<file path="src/rtl/serial_rx_pkg.sv">
package serial_rx_pkg;

   typedef struct packed {
      logic ack;
      logic nack;
      logic rx;
      logic tx;
      logic dma;
   } rx_strobe_t;

   localparam rx_strobe_t STROBE_IDLE = '{ack: 1'b0, nack: 1'b0, rx: 1'b0, tx: 1'b0, dma: 1'b0};

endpackage

</file>
<file path="src/rtl/serial_rx_sync.sv">
module serial_rx_sync #(
   parameter int STAGES = 2,
   parameter int WIDTH  = 2
) (
   input  logic             clk,
   input  logic             rst_n,
   input  logic [WIDTH-1:0] async_in,
   output logic [WIDTH-1:0] sync_out
);

   if (STAGES < 2) begin : g_bad_stages
      $error("serial_rx_sync: STAGES must be at least 2");
   end

   for (genvar w = 0; w < WIDTH; w++) begin : g_line
      logic [STAGES-1:0] chain;
      always_ff @(posedge clk or negedge rst_n) begin
         if (!rst_n) chain <= '0;
         else        chain <= {chain[STAGES-2:0], async_in[w]};
      end
      assign sync_out[w] = chain[STAGES-1];
   end

endmodule

</file>
<file path="src/rtl/serial_rx_framer.sv">
module serial_rx_framer #(
   parameter int DATA_BITS = 8,
   localparam int FRAME_W  = DATA_BITS + 1,
   localparam int IDX_W    = $clog2(FRAME_W)
) (
   input  logic               clk,
   input  logic               rst_n,
   input  logic               scl_s,
   input  logic               sda_s,
   output logic               byte_done,
   output logic               frame_done,
   output logic [FRAME_W-1:0] frame_bits
);

   localparam logic [IDX_W-1:0] LAST_DATA = IDX_W'(DATA_BITS - 1);
   localparam logic [IDX_W-1:0] ACK_POS   = IDX_W'(DATA_BITS);

   logic             scl_q;
   logic             scl_rise;
   logic             scl_fall;
   logic [IDX_W-1:0] bit_idx;

   assign scl_rise = scl_s & ~scl_q;
   assign scl_fall = ~scl_s & scl_q;

   always_ff @(posedge clk or negedge rst_n) begin
      if (!rst_n) scl_q <= 1'b0;
      else        scl_q <= scl_s;
   end

   always_ff @(posedge clk or negedge rst_n) begin
      if (!rst_n)        frame_bits <= '0;
      else if (scl_rise) frame_bits <= {frame_bits[FRAME_W-2:0], sda_s};
   end

   always_ff @(posedge clk or negedge rst_n) begin
      if (!rst_n) begin
         bit_idx    <= '0;
         byte_done  <= 1'b0;
         frame_done <= 1'b0;
      end else begin
         byte_done  <= scl_fall && (bit_idx == LAST_DATA);
         frame_done <= scl_fall && (bit_idx == ACK_POS);
         if (scl_fall) begin
            if (bit_idx == ACK_POS) bit_idx <= '0;
            else                    bit_idx <= bit_idx + 1'b1;
         end
      end
   end

   AST_IDX_RANGE: assert property (@(posedge clk) disable iff (!rst_n)
      bit_idx <= ACK_POS);
   AST_DONE_EXCL: assert property (@(posedge clk) disable iff (!rst_n)
      !(byte_done && frame_done));
   AST_FRAME_WRAP: assert property (@(posedge clk) disable iff (!rst_n)
      frame_done |-> (bit_idx == '0));

endmodule

</file>
<file path="src/rtl/serial_rx_ctrl.sv">
module serial_rx_ctrl
   import serial_rx_pkg::*;
#(
   parameter int DATA_BITS = 8,
   localparam int FRAME_W  = DATA_BITS + 1
) (
   input  logic                 clk,
   input  logic                 rst_n,
   input  logic                 irq_sel,
   input  logic                 clk_delay,
   input  logic                 byte_done,
   input  logic                 frame_done,
   input  logic [FRAME_W-1:0]   frame_bits,
   output logic                 load_lo,
   output logic                 load_hi,
   output logic [DATA_BITS-1:0] lo_data,
   output logic                 hi_bit,
   output rx_strobe_t           strobe
);

   logic ack_bit;
   logic rx_event;
   logic early_load;

   assign ack_bit    = frame_bits[0];
   assign early_load = irq_sel && clk_delay;
   assign rx_event   = irq_sel && (clk_delay ? byte_done : frame_done);

   always_comb begin
      load_lo = frame_done || (byte_done && early_load);
      load_hi = frame_done;
      hi_bit  = ack_bit;
      if (byte_done) lo_data = frame_bits[DATA_BITS-1:0];
      else           lo_data = frame_bits[FRAME_W-1:1];
   end

   always_ff @(posedge clk or negedge rst_n) begin
      if (!rst_n) begin
         strobe <= STROBE_IDLE;
      end else begin
         strobe.ack  <= frame_done && !irq_sel && !ack_bit;
         strobe.nack <= frame_done && !irq_sel && ack_bit;
         strobe.tx   <= frame_done && irq_sel;
         strobe.rx   <= rx_event;
         strobe.dma  <= rx_event || (frame_done && !irq_sel && !ack_bit);
      end
   end

   AST_ACK_NACK_EXCL: assert property (@(posedge clk) disable iff (!rst_n)
      !(strobe.ack && strobe.nack));
   AST_DMA_SOURCE: assert property (@(posedge clk) disable iff (!rst_n)
      strobe.dma |-> (strobe.ack || strobe.rx));
   AST_NACK_NO_DMA: assert property (@(posedge clk) disable iff (!rst_n)
      strobe.nack |-> !strobe.dma);
   AST_ACK_PULSE: assert property (@(posedge clk) disable iff (!rst_n)
      strobe.ack |=> !strobe.ack);
   AST_RX_PULSE: assert property (@(posedge clk) disable iff (!rst_n)
      strobe.rx |=> !strobe.rx);
   AST_TX_PULSE: assert property (@(posedge clk) disable iff (!rst_n)
      strobe.tx |=> !strobe.tx);

endmodule

</file>
<file path="src/rtl/serial_rx_rbuf.sv">
module serial_rx_rbuf #(
   parameter int DATA_BITS = 8,
   parameter int BUF_W     = 16,
   localparam int FRAME_W  = DATA_BITS + 1
) (
   input  logic                 clk,
   input  logic                 rst_n,
   input  logic                 load_lo,
   input  logic                 load_hi,
   input  logic [DATA_BITS-1:0] lo_data,
   input  logic                 hi_bit,
   output logic [BUF_W-1:0]     rbuf
);

   logic [DATA_BITS-1:0] lo_q;
   logic                 hi_q;

   always_ff @(posedge clk or negedge rst_n) begin
      if (!rst_n) begin
         lo_q <= '0;
         hi_q <= 1'b0;
      end else begin
         if (load_lo) lo_q <= lo_data;
         if (load_hi) hi_q <= hi_bit;
      end
   end

   if (BUF_W > FRAME_W) begin : g_padded
      assign rbuf = {{(BUF_W - FRAME_W){1'b0}}, hi_q, lo_q};
   end else begin : g_exact
      assign rbuf = {hi_q, lo_q};
   end

   AST_UPPER_ZERO: assert property (@(posedge clk) disable iff (!rst_n)
      (rbuf >> FRAME_W) == '0);
   AST_HI_HOLD: assert property (@(posedge clk) disable iff (!rst_n)
      (load_lo && !load_hi) |=> (rbuf[DATA_BITS] == $past(rbuf[DATA_BITS])));

endmodule

</file>
<file path="src/rtl/serial_rx_frame.sv">
module serial_rx_frame
   import serial_rx_pkg::*;
#(
   parameter int DATA_BITS   = 8,
   parameter int BUF_W       = 16,
   parameter int SYNC_STAGES = 2
) (
   input  logic             clk,
   input  logic             rst_n,
   input  logic             scl_in,
   input  logic             sda_in,
   input  logic             irq_sel,
   input  logic             clk_delay,
   output logic [BUF_W-1:0] rx_buf,
   output logic             ack_irq,
   output logic             nack_irq,
   output logic             rx_irq,
   output logic             tx_irq,
   output logic             dma_req
);

   localparam int FRAME_W = DATA_BITS + 1;

   if (DATA_BITS < 2) begin : g_bad_data
      $error("serial_rx_frame: DATA_BITS must be at least 2");
   end
   if (BUF_W < FRAME_W) begin : g_bad_buf
      $error("serial_rx_frame: BUF_W must hold a whole frame");
   end

   logic [1:0]           line_s;
   logic                 byte_done;
   logic                 frame_done;
   logic [FRAME_W-1:0]   frame_bits;
   logic                 load_lo;
   logic                 load_hi;
   logic [DATA_BITS-1:0] lo_data;
   logic                 hi_bit;
   rx_strobe_t           strobe;

   serial_rx_sync #(.STAGES(SYNC_STAGES), .WIDTH(2)) u_sync (
      .clk      (clk),
      .rst_n    (rst_n),
      .async_in ({scl_in, sda_in}),
      .sync_out (line_s)
   );

   serial_rx_framer #(.DATA_BITS(DATA_BITS)) u_framer (
      .clk        (clk),
      .rst_n      (rst_n),
      .scl_s      (line_s[1]),
      .sda_s      (line_s[0]),
      .byte_done  (byte_done),
      .frame_done (frame_done),
      .frame_bits (frame_bits)
   );

   serial_rx_ctrl #(.DATA_BITS(DATA_BITS)) u_ctrl (
      .clk        (clk),
      .rst_n      (rst_n),
      .irq_sel    (irq_sel),
      .clk_delay  (clk_delay),
      .byte_done  (byte_done),
      .frame_done (frame_done),
      .frame_bits (frame_bits),
      .load_lo    (load_lo),
      .load_hi    (load_hi),
      .lo_data    (lo_data),
      .hi_bit     (hi_bit),
      .strobe     (strobe)
   );

   serial_rx_rbuf #(.DATA_BITS(DATA_BITS), .BUF_W(BUF_W)) u_rbuf (
      .clk     (clk),
      .rst_n   (rst_n),
      .load_lo (load_lo),
      .load_hi (load_hi),
      .lo_data (lo_data),
      .hi_bit  (hi_bit),
      .rbuf    (rx_buf)
   );

   assign ack_irq  = strobe.ack;
   assign nack_irq = strobe.nack;
   assign rx_irq   = strobe.rx;
   assign tx_irq   = strobe.tx;
   assign dma_req  = strobe.dma;

   AST_STROBE_WITH_LOAD: assert property (@(posedge clk) disable iff (!rst_n)
      (tx_irq || ack_irq || nack_irq) |-> $past(load_hi));
   AST_DMA_PULSE: assert property (@(posedge clk) disable iff (!rst_n)
      dma_req |=> !dma_req);

endmodule

</file>
<file path="config.mk">
export PLATFORM = sky130hd
export DESIGN_NAME = serial_rx_frame
export DESIGN_NICKNAME = d
export VERILOG_FILES = /design/src/rtl/serial_rx_pkg.sv /design/src/rtl/serial_rx_sync.sv /design/src/rtl/serial_rx_framer.sv /design/src/rtl/serial_rx_ctrl.sv /design/src/rtl/serial_rx_rbuf.sv /design/src/rtl/serial_rx_frame.sv
export SDC_FILE = /design/constraint.sdc
export NUM_CORES = 1
export LEC_CHECK = 0
export BUFFER_PORTS_ARGS = -buffer_cell sky130_fd_sc_hd__buf_2
export CORE_MARGIN = 2
export CORE_UTILIZATION = 30
export CTS_CLUSTER_SIZE = 20
export DETAILED_ROUTE_END_ITERATION = 7
export MAX_ROUTING_LAYER = met4
export PLACE_DENSITY = 0.57
export SYNTH_ARGS = -nofsm -noshare
export SYNTH_HDL_FRONTEND = slang
export SYNTH_SLANG_ARGS = --single-unit
</file>
<file path="constraint.sdc">
create_clock -name clk -period 1.4 [get_ports clk]
set_input_delay 0.14 -clock clk [delete_from_list [all_inputs] [get_ports clk]]
set_output_delay 0.14 -clock clk [all_outputs]
set_load 0.01 [all_outputs]
</file>
After elaboration in Yosys (flattened, before gate mapping)

Index checks and enable logic that the tools add are counted.

Bits of input ports: 6
Flip-flop bits (word level): 34
Output and inout port bits: 21
Logic and storage cells: 37

Reductions and logical operators: 13
Equality and inequality tests: 2
Add/sub/neg operators: 1
Bitwise gates (word level): 4
Muxes and demuxes: 3

Operators with widths:

| kind                                           | count |
|---|---|
| logical AND 1 bit                              | 9 |
| 2-to-1 mux 8 bit                               | 1 |
| adder 4 x 1 -> 4 bit (second input constant)   | 1 |
| == test 4 x 3 -> 1 bit (second input constant) | 1 |
| == test 4 bit (second input constant)          | 1 |
| 2-to-1 mux 4 bit                               | 1 |
| bitwise AND 1 bit                              | 2 |
| logical NOT 1 bit                              | 2 |
| logical OR 1 bit                               | 2 |
| inverter 1 bit                                 | 2 |
| 2-to-1 mux 1 bit                               | 1 |

Depth between registers and ports, before layout

Depth after elaboration: 4
Mapped depth: 5
Gate-level depth less buffers: 5

Cells and area by module

A second synthesis with hierarchy kept.

Cell total of the unflattened synthesis: 108
Area total of the unflattened synthesis: 1537.7 um^2

By module, submodules not included:

| module           | times used | cells an instance | area an instance (um^2) | seq. area each (um^2) |
|---|---|---|---|---|
| serial_rx_framer | 1          | 50                | 660.6                   | 400.4 |
| serial_rx_rbuf   | 1          | 28                | 431.7                   | 225.2 |
| serial_rx_ctrl   | 1          | 24                | 330.3                   | 125.1 |
| serial_rx_sync   | 1          | 6                 | 115.1                   | 100.1 |

Worst setup path after synthesis

OpenSTA, ideal clock, no wires.

Path kind: register to register
Start: register u_framer.scl_q
End: register u_framer.frame_bits[2]
Setup slack: 0.289 ns
Arrival time: 0.987 ns
Buffers on the path: 1
Data required time: 1.275 ns
Period minus slack after synthesis: 1.111 ns
Cell stages (with the launch flop): 4
Library setup time: 0.125 ns
Cell sequence: dfrtp_1 nor2b_1 buf_2 mux2_2

Cells in the longest elaborated chain, start to end: 2

RTL lines:

| item                     | RTL line               | text |
|---|---|---|
| start: declaration       | serial_rx_framer.sv:18 | `logic scl_q;` |
| start signal: assignment | serial_rx_framer.sv:28 | `else scl_q <= scl_s;` |
| inverter 1 bit           | serial_rx_framer.sv:23 | `assign scl_rise = scl_s & ~scl_q;` |
| bitwise AND 1 bit        | serial_rx_framer.sv:23 |  |
| end signal: assignment   | serial_rx_framer.sv:33 | `else if (scl_rise) frame_bits <= {frame_bits[FRAME_W-2:0], sda_s};` |
| end: declaration         | serial_rx_framer.sv:12 | `output logic [FRAME_W-1:0] frame_bits` |

No other way between the ends.
A chain may end at the register's enable or synchronous reset.

Worst setup path after layout

Start: register u_framer.bit_idx[0]
End: register u_framer.bit_idx[2]

Cells in the longest elaborated chain, start to end: 2
Elaborated cells between the ends (all ways): 3
Those cells by class: add/sub (1); eq/ne (1); mux (1)

RTL lines:

| item                                                         | RTL line                                       | text |
|---|---|---|
| start: declaration                                           | serial_rx_framer.sv:21                         | `logic [IDX_W-1:0] bit_idx;` |
| start signal: assignment                                     | serial_rx_framer.sv:46                         | `else bit_idx <= bit_idx + 1'b1;` |
| adder 4 x 1 -> 4 bit / == test 4 bit (equally long branches) | serial_rx_framer.sv:46, serial_rx_framer.sv:45 |  |
| 2-to-1 mux 4 bit (*)                                         | serial_rx_framer.sv:45                         | `if (bit_idx == ACK_POS) bit_idx <= '0;` |

Mark *: on every way between the ends. The rest lies on a longest branch, timed or not.

==> impl_metrics.csv <==
group,metric,value,unit
clocking,cts_num_sinks,34,
layout,multiInputGateArea,488.0,um2
setup_path,cp.arrival,1.33,ns
layout,fin_cells,191,
floorplanning,rows,24,
logic_synthesis,yosysMostFrequentCell,"dfrtp_1",
routing,vias,830,
floorplanning,die_area,5269,um2
clocking,ctsHoldBuffers,3,
worst_hold_path,min_path_cells,2,
logic_synthesis,synthTopCellsByArea,"dfrtp_1, mux2i_1, mux2_2",
grt,grt_max_degree,20,
grt,grt_pass1_vias,832,
setup_path,crit_required,1.57,ns
routing,via_per_inst,4.346,
setup_path,crit_path_end_kind,"flop",
setup_path,crit_slowest_cell,"dfrtp_1",
job,cap_violations,0,
clocking,cts_buffers,5,
logic_synthesis,yosysUniqueCellTypes,26,
logic_synthesis,synth-compound-area-share,0.06738,
pwr,ir_drop,611.1,uV
logic_synthesis,synth_top_family_by_area,"multiplexers",
timing,setup_tns,0,ns
setup_path,regToRegSetupSlack,0.24,ns
pwr,power.total,2.926,mW
logic_synthesis,yosys.area_share.simple,0.09043,
logic_synthesis,synth_area_leader_cell,"dfrtp_1",
setup_path,cp.depth,3,
timing,whs,0.09929,ns
routing,drt-wirelength-per-cell,11.74,um
timing,clock-skew-final,0.003142,ns
logic_synthesis,ys_seq_area_frac,0.6028,
worst_hold_path,holdPathEnd,"u_ctrl.strobe[4]",
setup_path,cp_max_fo,5,
grt,antenna_found_initial,0,
timing,period_share,0.8294,
routing,drc_errors,0,
setup_path,critPathLaunchType,"flop",
clocking,clk_pin_slew_worst_paths,0.07,ns
grt,grt_usage,0.09736,
clocking,clockRootBuffer,"clkbuf_8",
layout,finalInstanceArea,1663,um2
logic_synthesis,synth-seq-cells,34,
floorplanning,coreArea,4444,um2
layout,area_growth_syn_to_layout,17.82,%
timing,min_period,1.161,ns
logic_synthesis,synth_xor_area_frac,0,
outcome,outcome,"complete, no violations",
logic_synthesis,async_reset_ff_frac,1.000,
clocking,cts_tree,"done",
place,postPlaceCellArea,1541,um2
setup_path,r2r_start,"u_framer.bit_idx[0]",
timing,finalHoldViolCount,0,
routing,wl,2.242,mm
layout,antennaDiodeCount,0,
grt,grt.overflow.total,0,
clocking,clock_latency,0.28,ns
clocking,post_cts_buffers,0,
setup_path,crit_family,"flip-flops",
setup_path,path_buf_inv,0,
routing,ant_nets,0,
setup_path,crit_chain,"ha_1 -> nand2_1 -> mux2_1",
floorplanning,die_w,72.59,um
setup_path,critPathMaxStageDelay,0.42,ns
logic_synthesis,synthMuxAreaShare,0.1516,
floorplanning,die_h,72.59,um
clocking,cts.repair.resized,0,
logic_synthesis,synth_top_flop_cell,"dfrtp_1",
timing,rsz0062_at_grt,"false",
place,globalplace.congestion,0.7138,
logic_synthesis,syn_avg_cell_area,12.71,um2
logic_synthesis,synth_top_area_share,0.6028,
layout,fillers,435,
clocking,h-tree-depth,2,
pwr,power_density,1760,nW/um2
timing,drv_slew,0,
logic_synthesis,syn-instance-count,111,
clocking,cts_buffer_depth,2,
routing,drt_iter0_markers,34,
layout,seqCellArea,850.8,um2
timing,setup_viol,0,
setup_path,r2r-end,"u_framer.bit_idx[2]",
floorplanning,initial_utilization,0.3176,
logic_synthesis,synthesis.area,1411,um2
layout,nNetsFinal,146,
logic_synthesis,synth_edf_count,0,
logic_synthesis,yosysWarnings,0,
setup_path,rr_worst_depth,3,
pwr,power.leakage,0.7902,nW
grt,grt_pass1_wl,3.712,mm
place,dp_cells,180,
worst_hold_path,min_from,"irq_sel",
place,port_buffers,19,
logic_synthesis,synth_common_cells,"dfrtp_1, nand2_1, mux2i_1, o21ai_1, buf_4",
timing,clock.fmax,861.2,MHz
place,dpl.hpwl,1.587,mm
routing,first_pass_iters,4,
floorplanning,boundaryPins,27,
logic_synthesis,synth_adder_area_share,0.01773,
layout,layout-drive-gt1-share,0.2662,
worst_hold_path,hold_class,"input pin to flop",
setup_path,crit_type,"flop to flop",
-- worst max-delay path by stage --
stage,startpoint,end,slack (ns)
after floorplan,u_framer.scl_q,u_framer.frame_bits[2],0.29
after global placement,u_framer.scl_q,u_framer.frame_bits[5],0.27
after detailed placement,u_framer.bit_idx[0],u_framer.bit_idx[2],0.25
after CTS,u_framer.bit_idx[0],u_framer.bit_idx[2],0.23
after global routing,u_sync.g_line[1].chain[1],u_framer.bit_idx[2],0.16
final,u_framer.bit_idx[0],u_framer.bit_idx[2],0.24
-- routing by layer --
metal	track usage	wire length, um	vias to the layer above	part of all wire
met4	0.05761	57	0	0.025
met1	0.1063	1014	391	0.45
met2	0.1535	1073	22	0.48
met5	-	0	-	0
met3	0.03315	96	6	0.043
li1	-	-	411	-
-- sequential cells by signal, summed over array words and instances (netlist names) --
name,flops
u_framer.scl_q,1
u_framer.frame_done,1
u_framer.byte_done,1
u_ctrl.strobe,5
u_framer.frame_bits,9
u_framer.bit_idx,4
u_sync.g_line.chain,4
u_rbuf.lo_q,8
u_rbuf.hi_q,1
-- area by class of cell --
cell class | count | area share
Clock buffer | 7 | 0.05192
Tap cell | 52 | 0.03913
Sequential cell | 34 | 0.5117
Timing Repair Buffer | 25 | 0.09631
Multi-Input combinational cell | 70 | 0.2935
Clock inverter | 1 | 0.003010
Inverter | 2 | 0.004515
-- where the power goes --
group / leakage [nW] / switching (mW) / internal, mW
logic: 0.312 / 0.350 / 0.351
clock network: 0.0482 / 0.329 / 0.396
registers: 0.430 / 0.229 / 1.27
-- logic make-up after synthesis --
logic type	after synthesis
compound gates	15
fa+ha+maj	2
buf+inv	13
flops	34
mux	20
other cells	1
simple gates	26
-- through the flow --
stage,util,worst slack (ns)
2_1_floorplan,-,0.2886
3_3_place_gp,0.3468,0.2702
3_5_place_dp,0.3468,0.2485
4_1_cts,0.3742,0.2347
5_1_grt,0.3742,0.1620
6_report,0.3742,0.2389
-- cell usage in the layout (no fill, tap or decap) --
master / Yosys / layout
nand3_1: 1 / 1
buf_4: 8 / 2
clkbuf_8: 0 / 6
nor2b_1: 2 / 2
nand2b_1: 2 / 2
ha_1: 2 / 2
mux2_2: 7 / 7
mux2_1: 4 / 4
nor3_1: 1 / 1
nand2_1: 13 / 13
o21ai_0: 3 / 3
mux2i_1: 9 / 9
buf_12: 0 / 1
o21ai_1: 9 / 9
inv_1: 2 / 2
dfrtp_1: 34 / 34
a31oi_4: 1 / 1
buf_2: 1 / 19
clkbuf_1: 0 / 1
dlygate4sd3_1: 0 / 3
a21oi_1: 1 / 1
clkinv_2: 0 / 1
nor2_1: 2 / 2
and2_1: 1 / 1
o311ai_1: 1 / 1
conb_1: 1 / 7
or2_1: 1 / 1
nor3b_1: 1 / 1
and2b_1: 1 / 1
and3b_1: 1 / 1
-- worst register-to-register path, cell delays in order (launching register included) --
cell	delay (ns)
dfrtp_1	0.42
ha_1	0.22
nand2_1	0.09
mux2_1	0.32
Power figures use the tool's default switching activity.
